**src/rtl/cfgseq_pkg.sv**
```systemverilog
package cfgseq_pkg;

  typedef enum logic [3:0] {
    S_IDLE,
    S_INIT_LO,
    S_INIT_HI,
    S_ARM,
    S_LOAD,
    S_WRITE,
    S_RELEASE,
    S_DUMMY,
    S_DONE
  } seq_state_t;

  localparam logic [1:0] ERR_NONE      = 2'd0;
  localparam logic [1:0] ERR_INIT_FALL = 2'd1;
  localparam logic [1:0] ERR_INIT_RISE = 2'd2;
  localparam logic [1:0] ERR_DONE      = 2'd3;

  // words streamed per target for an image of nbytes bytes
  function automatic logic [31:0] words_for_size(input logic [31:0] nbytes);
    return (nbytes >> 2) + 32'd1;
  endfunction

  // byte 'lane' (0 = most significant) of word, placed on the upper half
  function automatic logic [15:0] lane_byte(input logic [31:0] word, input logic [1:0] lane);
    logic [31:0] sh;
    sh = word << (8 * lane);
    return {sh[31:24], 8'h00};
  endfunction

  // base address of target idx
  function automatic logic [31:0] region_base(input logic [31:0] idx, input logic [31:0] step);
    return idx * step;
  endfunction

endpackage

```
**src/rtl/cfg_pin_sync.sv**
```systemverilog
module cfg_pin_sync #(
  parameter int         W       = 1,
  parameter logic [W-1:0] RST_VAL = '0
) (
  input  logic         clk,
  input  logic         rst_n,
  input  logic [W-1:0] pin_i,
  output logic [W-1:0] sync_o
);
  logic [W-1:0] meta_q, sync_q;

  always_ff @(posedge clk or negedge rst_n) begin
    if (!rst_n) begin
      meta_q <= RST_VAL;
      sync_q <= RST_VAL;
    end else begin
      meta_q <= pin_i;
      sync_q <= meta_q;
    end
  end

  assign sync_o = sync_q;
endmodule

```
**src/rtl/cfg_wait_timer.sv**
```systemverilog
module cfg_wait_timer #(
  parameter int TIMEOUT = 1000
) (
  input  logic clk,
  input  logic rst_n,
  input  logic clr_i,
  input  logic en_i,
  output logic expired_o
);
  localparam int CW = $clog2(TIMEOUT + 1);
  localparam logic [CW-1:0] LIMIT = CW'(TIMEOUT);

  logic [CW-1:0] cnt_q;

  always_ff @(posedge clk or negedge rst_n) begin
    if (!rst_n)                      cnt_q <= '0;
    else if (clr_i)                  cnt_q <= '0;
    else if (en_i && cnt_q != LIMIT) cnt_q <= cnt_q + CW'(1);
  end

  assign expired_o = (cnt_q == LIMIT);


  expire_hold_chk: assert property (@(posedge clk) disable iff (!rst_n)
    (expired_o && !clr_i) |=> expired_o);

  clear_release_chk: assert property (@(posedge clk) disable iff (!rst_n)
    clr_i |=> !expired_o);
endmodule

```
**src/rtl/cfg_byte_lane.sv**
```systemverilog
module cfg_byte_lane
  import cfgseq_pkg::*;
(
  input  logic        clk,
  input  logic        rst_n,
  input  logic        load_i,
  input  logic [31:0] word_i,
  input  logic        step_i,
  output logic [15:0] wdata_o,
  output logic        last_o
);
  logic [31:0] word_q;
  logic [1:0]  lane_q;

  always_ff @(posedge clk or negedge rst_n) begin
    if (!rst_n) begin
      word_q <= '0;
      lane_q <= '0;
    end else if (load_i) begin
      word_q <= word_i;
      lane_q <= '0;
    end else if (step_i) begin
      lane_q <= lane_q + 2'd1;
    end
  end

  assign wdata_o = lane_byte(word_q, lane_q);
  assign last_o  = (lane_q == 2'd3);


  lane_wrap_chk: assert property (@(posedge clk) disable iff (!rst_n)
    (step_i && !load_i && last_o) |=> (lane_q == 2'd0));

  word_hold_chk: assert property (@(posedge clk) disable iff (!rst_n)
    (!load_i) |=> $stable(word_q));
endmodule

```
**src/rtl/slave_cfg_sequencer.sv**
```systemverilog
module slave_cfg_sequencer
  import cfgseq_pkg::*;
#(
  parameter int          N_TGT       = 2,
  parameter int          TIMEOUT     = 1000,
  parameter int          SIZE_W      = 20,
  parameter int          ADDR_W      = 24,
  parameter logic [31:0] REGION_STEP = 32'h0010_0000
) (
  input  logic              clk,
  input  logic              rst_n,
  input  logic              start_i,
  input  logic [SIZE_W-1:0] img_bytes_i,
  input  logic              word_valid_i,
  input  logic [31:0]       word_data_i,
  output logic              word_ready_o,
  input  logic              init_pin_i,
  input  logic              done_pin_i,
  output logic              prog_o,
  output logic [N_TGT-1:0]  cs_n_o,
  output logic [N_TGT-1:0]  irq_en_o,
  output logic [ADDR_W-1:0] bus_addr_o,
  output logic [15:0]       bus_wdata_o,
  output logic              bus_wr_o,
  output logic              bus_rd_o,
  output logic              busy_o,
  output logic              ok_o,
  output logic              err_o,
  output logic [1:0]        err_code_o
);
  localparam int TGT_W = (N_TGT > 1) ? $clog2(N_TGT) : 1;
  localparam logic [TGT_W-1:0] LAST_TGT = TGT_W'(N_TGT - 1);

  seq_state_t        state_q;
  logic [TGT_W-1:0]  tgt_q;
  logic [SIZE_W-1:0] nwords_q, wcnt_q;
  logic [1:0]        rdc_q;
  logic              prog_q, ok_q, err_q;
  logic [1:0]        code_q;
  logic [N_TGT-1:0]  cs_n_q, irq_q, sel_mask;

  logic init_s, done_s, expired;
  logic [15:0] lane_data;
  logic        lane_last;

  // named internal events
  logic ev_start, ev_take, ev_byte, ev_word_end, ev_stream_end, ev_last_tgt;
  logic ev_rd_group_end, ev_tmr_clr, ev_tmr_en;

  cfg_pin_sync #(.W(2), .RST_VAL(2'b01)) u_sync (
    .clk(clk), .rst_n(rst_n),
    .pin_i({done_pin_i, init_pin_i}),
    .sync_o({done_s, init_s})
  );

  cfg_wait_timer #(.TIMEOUT(TIMEOUT)) u_timer (
    .clk(clk), .rst_n(rst_n),
    .clr_i(ev_tmr_clr), .en_i(ev_tmr_en),
    .expired_o(expired)
  );

  cfg_byte_lane u_lane (
    .clk(clk), .rst_n(rst_n),
    .load_i(ev_take), .word_i(word_data_i),
    .step_i(ev_byte),
    .wdata_o(lane_data), .last_o(lane_last)
  );

  for (genvar i = 0; i < N_TGT; i++) begin : g_sel
    assign sel_mask[i] = (tgt_q == TGT_W'(N_TGT - 1 - i));
  end

  assign ev_start        = (state_q == S_IDLE) && start_i;
  assign ev_take         = (state_q == S_LOAD) && word_valid_i;
  assign ev_byte         = (state_q == S_WRITE);
  assign ev_word_end     = ev_byte && lane_last;
  assign ev_stream_end   = ev_word_end && (wcnt_q == nwords_q - SIZE_W'(1));
  assign ev_last_tgt     = (tgt_q == LAST_TGT);
  assign ev_rd_group_end = (state_q == S_DUMMY) && (rdc_q == 2'd3);
  assign ev_tmr_clr      = ev_start || (ev_rd_group_end && ev_last_tgt);
  assign ev_tmr_en       = (state_q == S_INIT_LO) || (state_q == S_INIT_HI) ||
                           (state_q == S_DONE);

  always_ff @(posedge clk or negedge rst_n) begin
    if (!rst_n) begin
      state_q  <= S_IDLE;
      tgt_q    <= '0;
      nwords_q <= '0;
      wcnt_q   <= '0;
      rdc_q    <= '0;
      prog_q   <= 1'b1;
      ok_q     <= 1'b0;
      err_q    <= 1'b0;
      code_q   <= ERR_NONE;
      cs_n_q   <= '1;
      irq_q    <= '0;
    end else begin
      unique case (state_q)
        S_IDLE: if (start_i) begin
          state_q  <= S_INIT_LO;
          prog_q   <= 1'b0;
          ok_q     <= 1'b0;
          err_q    <= 1'b0;
          code_q   <= ERR_NONE;
          nwords_q <= SIZE_W'(words_for_size(32'(img_bytes_i)));
        end
        S_INIT_LO: if (!init_s) begin
          prog_q  <= 1'b1;
          state_q <= S_INIT_HI;
        end else if (expired) begin
          err_q   <= 1'b1;
          code_q  <= ERR_INIT_FALL;
          state_q <= S_IDLE;
        end
        S_INIT_HI: if (init_s) begin
          tgt_q   <= '0;
          state_q <= S_ARM;
        end else if (expired) begin
          prog_q  <= 1'b0;
          err_q   <= 1'b1;
          code_q  <= ERR_INIT_RISE;
          state_q <= S_IDLE;
        end
        S_ARM: begin
          cs_n_q  <= ~sel_mask;
          irq_q   <= sel_mask;
          wcnt_q  <= '0;
          state_q <= S_LOAD;
        end
        S_LOAD: if (word_valid_i) state_q <= S_WRITE;
        S_WRITE: if (ev_stream_end) begin
          state_q <= S_RELEASE;
        end else if (ev_word_end) begin
          wcnt_q  <= wcnt_q + SIZE_W'(1);
          state_q <= S_LOAD;
        end
        S_RELEASE: begin
          cs_n_q <= '1;
          irq_q  <= '0;
          if (ev_last_tgt) begin
            tgt_q   <= '0;
            rdc_q   <= '0;
            state_q <= S_DUMMY;
          end else begin
            tgt_q   <= tgt_q + TGT_W'(1);
            state_q <= S_ARM;
          end
        end
        S_DUMMY: begin
          rdc_q <= rdc_q + 2'd1;
          if (ev_rd_group_end) begin
            if (ev_last_tgt) state_q <= S_DONE;
            else             tgt_q   <= tgt_q + TGT_W'(1);
          end
        end
        S_DONE: if (done_s) begin
          ok_q    <= 1'b1;
          state_q <= S_IDLE;
        end else if (expired) begin
          prog_q  <= 1'b0;
          err_q   <= 1'b1;
          code_q  <= ERR_DONE;
          state_q <= S_IDLE;
        end
        default: state_q <= S_IDLE;
      endcase
    end
  end

  assign word_ready_o = (state_q == S_LOAD);
  assign prog_o       = prog_q;
  assign cs_n_o       = cs_n_q;
  assign irq_en_o     = irq_q;
  assign bus_addr_o   = ADDR_W'(region_base(32'(tgt_q), REGION_STEP));
  assign bus_wr_o     = ev_byte;
  assign bus_rd_o     = (state_q == S_DUMMY);
  assign bus_wdata_o  = ev_byte ? lane_data : 16'h0000;
  assign busy_o       = (state_q != S_IDLE);
  assign ok_o         = ok_q;
  assign err_o        = err_q;
  assign err_code_o   = code_q;


  one_select_chk: assert property (@(posedge clk) disable iff (!rst_n)
    $countones(~cs_n_q) <= 1);

  irq_follows_sel_chk: assert property (@(posedge clk) disable iff (!rst_n)
    irq_q == ~cs_n_q);

  ready_needs_sel_chk: assert property (@(posedge clk) disable iff (!rst_n)
    word_ready_o |-> !(&cs_n_q));

  rd_wr_excl_chk: assert property (@(posedge clk) disable iff (!rst_n)
    !(bus_wr_o && bus_rd_o));

  rd_released_chk: assert property (@(posedge clk) disable iff (!rst_n)
    bus_rd_o |-> (&cs_n_q));

  ok_prog_chk: assert property (@(posedge clk) disable iff (!rst_n)
    ok_o |-> prog_o);

  err_prog_chk: assert property (@(posedge clk) disable iff (!rst_n)
    $rose(err_o) |-> !prog_o);

  start_busy_chk: assert property (@(posedge clk) disable iff (!rst_n)
    ev_start |=> (busy_o && !ok_o && !err_o));
endmodule

```
**config.mk**
```make
export PLATFORM = sky130hd
export DESIGN_NAME = slave_cfg_sequencer
export DESIGN_NICKNAME = d
export VERILOG_FILES = /design/src/rtl/cfgseq_pkg.sv /design/src/rtl/cfg_pin_sync.sv /design/src/rtl/cfg_wait_timer.sv /design/src/rtl/cfg_byte_lane.sv /design/src/rtl/slave_cfg_sequencer.sv
export SDC_FILE = /design/constraint.sdc
export NUM_CORES = 1
export LEC_CHECK = 0
export ABC_AREA = 1
export ABC_CLOCK_PERIOD_IN_PS = 2000
export BUFFER_PORTS_ARGS = -buffer_cell sky130_fd_sc_hd__buf_2
export CAP_MARGIN = 20
export CORE_UTILIZATION = 35
export CTS_CLUSTER_DIAMETER = 40
export DETAILED_ROUTE_END_ITERATION = 6
export HOLD_SLACK_MARGIN = 0.1
export PLACE_DENSITY = 0.56
export REMOVE_ABC_BUFFERS = 1
export SYNTH_ARGS = -nofsm -noshare
export SYNTH_HDL_FRONTEND = slang
export SYNTH_SLANG_ARGS = --single-unit
```
**constraint.sdc**
```tcl
create_clock -name clk -period 2 [get_ports clk]
set_input_delay 0.1 -clock clk [delete_from_list [all_inputs] [get_ports clk]]
set_output_delay 0.1 -clock clk [all_outputs]
set_load 0.01 [all_outputs]
```
==> results by group <==
Timing
  • Fin crit period: 2060 ps
  • Finish-stage setup viols: 20
  • Setup TNS: -1000 ps
  • Slew headroom: 65.4%
  • RSZ-0062 raised after global routing: true
  • Worst slew pin tran: 519 ps
  • Max Clk Rate: 485 MHz
  • Final worst path period share: 103%
  • Setup ws final: -61.8 ps
  • Fin. Hold Viols: 0
  • Clock skew: 9.89 ps
  • Max Slew Vio Count: 0

Logic synthesis
  • Mean Syn Cell Area: 6.86 um2
  • Top cell type's share of synthesized area: 36.2%
  • Register area share after synthesis: 38.1%
  • Synthesized cell area: 6770 um2
  • Post-synth top cells: nand2_1 (320), nor2_1 (141), dfrtp_1 (98)
  • Cell variety after synth: 44
  • Most used flip-flop cell after synthesis: dfrtp_1
  • Synth Warn #: 0
  • FF+latch count, synth: 103
  • Most numerous cell in the Yosys netlist: nand2_1
  • Synth area leaders: dfrtp_1 (36%), nand2_1 (18%), nor2_1 (7.8%), nand3_1 (5.2%), inv_1 (4.5%)
  • Syn Inst Count: 987
  • Number of synthesized flops with an enable pin: 0
  • Post-synth ARST share: 100%
  • Most area-hungry cell type in the Yosys netlist: dfrtp_1

Setup path
  • Worst path arrival time: 2310 ps
  • Critical Path Sink Type: flip-flop
  • CP Max Fanout: 20
  • Kind of critical path: flip-flop to flip-flop
  • Crit-path cells: inv_2, ha_4, nand3_4, nor2_8, nand3_1, nand3_1, nand2_1, nor2_1, nand2_1, nor2_1, nand2_1, buf_12, nand3_1, nand2_1
  • Critical path's top delay family: simple AND/OR/NAND/NOR gates
  • WP data required: 2250 ps
  • Slowest stage cell, crit path: dfrtp_1
  • Buffers and inverters on the worst path: 2
  • Crit path launch type: flip-flop
  • Most used cell along the critical path: nand2_1
  • CP peak stage delay: 400 ps

Clock network
  • Clock sinks: 103
  • Skew-Pair Late Insertion Delay: 360 ps
  • Clock buffer depth: 2
  • CTS clk-pin slew, worst paths: 80 ps
  • CTS H-tree depth: 3
  • Total CTS buffers: 9
  • CTS tree: done
  • Clock root buffer: clkbuf_16

Placed design
  • Post-place setup slack: -182 ps
  • GP Congestion: 0.850
  • Hpwl dp: 13.3 mm
  • IO Port Bufs: 77
  • Placed Cells: 1355

Floorplan
  • Initial Util: 36.0%
  • Die area: 19900 um2
  • Placeable core area: 18800 um2
  • Die height: 141 um
  • Rows: 50
  • Die width: 141 um
  • IO Pins: 111

Routing
  • DR vias/cell: 4.60
  • DRT antenna net count: 0
  • TritonRoute pass-1 iters: 5
  • DRC: 0
  • Routed wire length: 18.2 mm
  • Routed len/inst: 12.7 um
  • DR iter-0 viols: 347
  • Vias: 6554

Global routing
  • Initial antenna violation count: 0
  • Largest net degree at the start of global routing: 40
  • First-pass GRT wire length: 30.6 mm
  • GRT overflow: 0
  • Vias in the first global route: 6359
  • GRT Util Overall: 19.3%

Run status
  • Failing checks: negative setup slack
  • Outcome: finished, violations left

Layout
  • Antenna Cells: 0
  • Sequential cell area: 2580 um2
  • Fill cell count: 1964
  • Area Growth Syn to Fin: 28.0%
  • Final Non-Filler Cells: 1425
  • Multi-input gate area: 3670 um2
  • Nets: 1225
  • Share of layout cells above drive strength 1: 19.1%
  • Finished Core Util: 46.1%

Run
  • Max cap viols: 0

Worst hold path
  • Hold WC Path Type: input pin to flip-flop

Power and ir drop
  • Power Density: 1240 nW/um2
  • Pleak: 4.33 nW
  • PnR Total Power: 10.7 mW
  • Max IR drop VDD: 0.604 mV
## power by group
group          internal (mW)  switching, mW
sequential              2.79          0.562
clock                   1.13          0.882
combinational           2.15           3.21
## timing repair
item | CTS | global route
buffers inserted | 0 | 4
hold buffers | 49 | 0
setup endpoints to repair | 21 | 40
gates resized for setup | 11 | 13
hold endpoints to repair | 80 | 0
gates cloned | 1 | 1
pin swaps | 4 | 2
## final timing paths
kind | from | end | slack [ps] | cells after the start
min | img_bytes_i[13] | nwords_q[18] | 90 | 3
max | nwords_q[1] | wcnt_q[9] | -60 | 14
max reg2reg | nwords_q[1] | wcnt_q[9] | -60 | 14
max in group asynchronous | rst_n | u_sync.meta_q[0] | 1070 | 3
min reg2reg | u_sync.meta_q[1] | u_sync.sync_o[1] | 350 | 0
min in group asynchronous | rst_n | nwords_q[15] | 260 | 2
## cell families (layout without fill, tap and decap cells)
family / after synthesis / after routing / synth area share, %
AND/OR/NAND/NOR: 604 / 605 / 38.0
buffers and inverters: 149 / 296 / 10.5
flip-flops: 103 / 103 / 38.1
AO/OA/AOI/OAI: 85 / 85 / 7.07
XOR/XNOR: 38 / 38 / 4.91
adder cells (fa/ha/maj): 7 / 7 / 1.29
other: 1 / 31 / 0.0554
## through the flow
stage | hold WS (ps) | area [um2]
2_1_floorplan | -196 | 6520
3_3_place_gp | 113 | 7730
3_5_place_dp | 118 | 7730
4_1_cts | 100 | 8600
5_1_grt | 106 | 8670
6_report | 94.6 | 8670
## per-layer routing
layer	track usage [%]	wire, um	up-vias
li1	-	-	3408
met5	0	0	-
met3	2.62	701	15
met4	5.15	237	0
met1	26.5	8830	2992
met2	31.7	8390	139
## tightest hold or removal path, cell delays in order
cell and delay (ps):
buf_2 120, nand3_2 110, o41ai_1 70
## placed cells by master (no fill, tap or decap), types with 2 or more instances in the layout
cell             n
xnor2_1         18
nor3b_1          4
nor4_1           2
nor2_1         136
buf_12           4
nor2_2          16
nor3_1          16
dlygate4sd3_1   49
inv_2            9
conb_1          31
o31ai_1          2
ha_1             6
nand3_2          3
nand2_1        316
nand4_1         13
nand2_2         14
o211ai_1         2
bufinv_16        2
clkinvlp_4       2
clkbuf_16        9
buf_4           59
and3_1           2
nor2_4           6
a211oi_1         4
nor3_2           2
inv_6            2
inv_1           78
dfstp_2          5
nand3_1         68
dfrtp_1         97
o21ai_2          2
buf_2           76
a21oi_1         23
nand3b_1         3
xor2_1          20
o21ai_0         45
## registers in the layout, summed over array words and instances, names as in the netlist, 4 cells and up
register       flops
wcnt_q            20
u_lane.word_q     32
u_timer.cnt_q     10
nwords_q          19
state_q            4
## layout make-up
type | instances | area share, %
Multi-Input combinational cell | 766 | 42.3
Clock buffer | 9 | 2.60
Timing Repair inverter | 1 | 0.0577
Tap cell | 260 | 3.75
Inverter | 90 | 3.98
Clock inverter | 7 | 1.31
Sequential cell | 103 | 29.8
Timing Repair Buffer | 189 | 16.2
(Power assumes the default switching activity.)
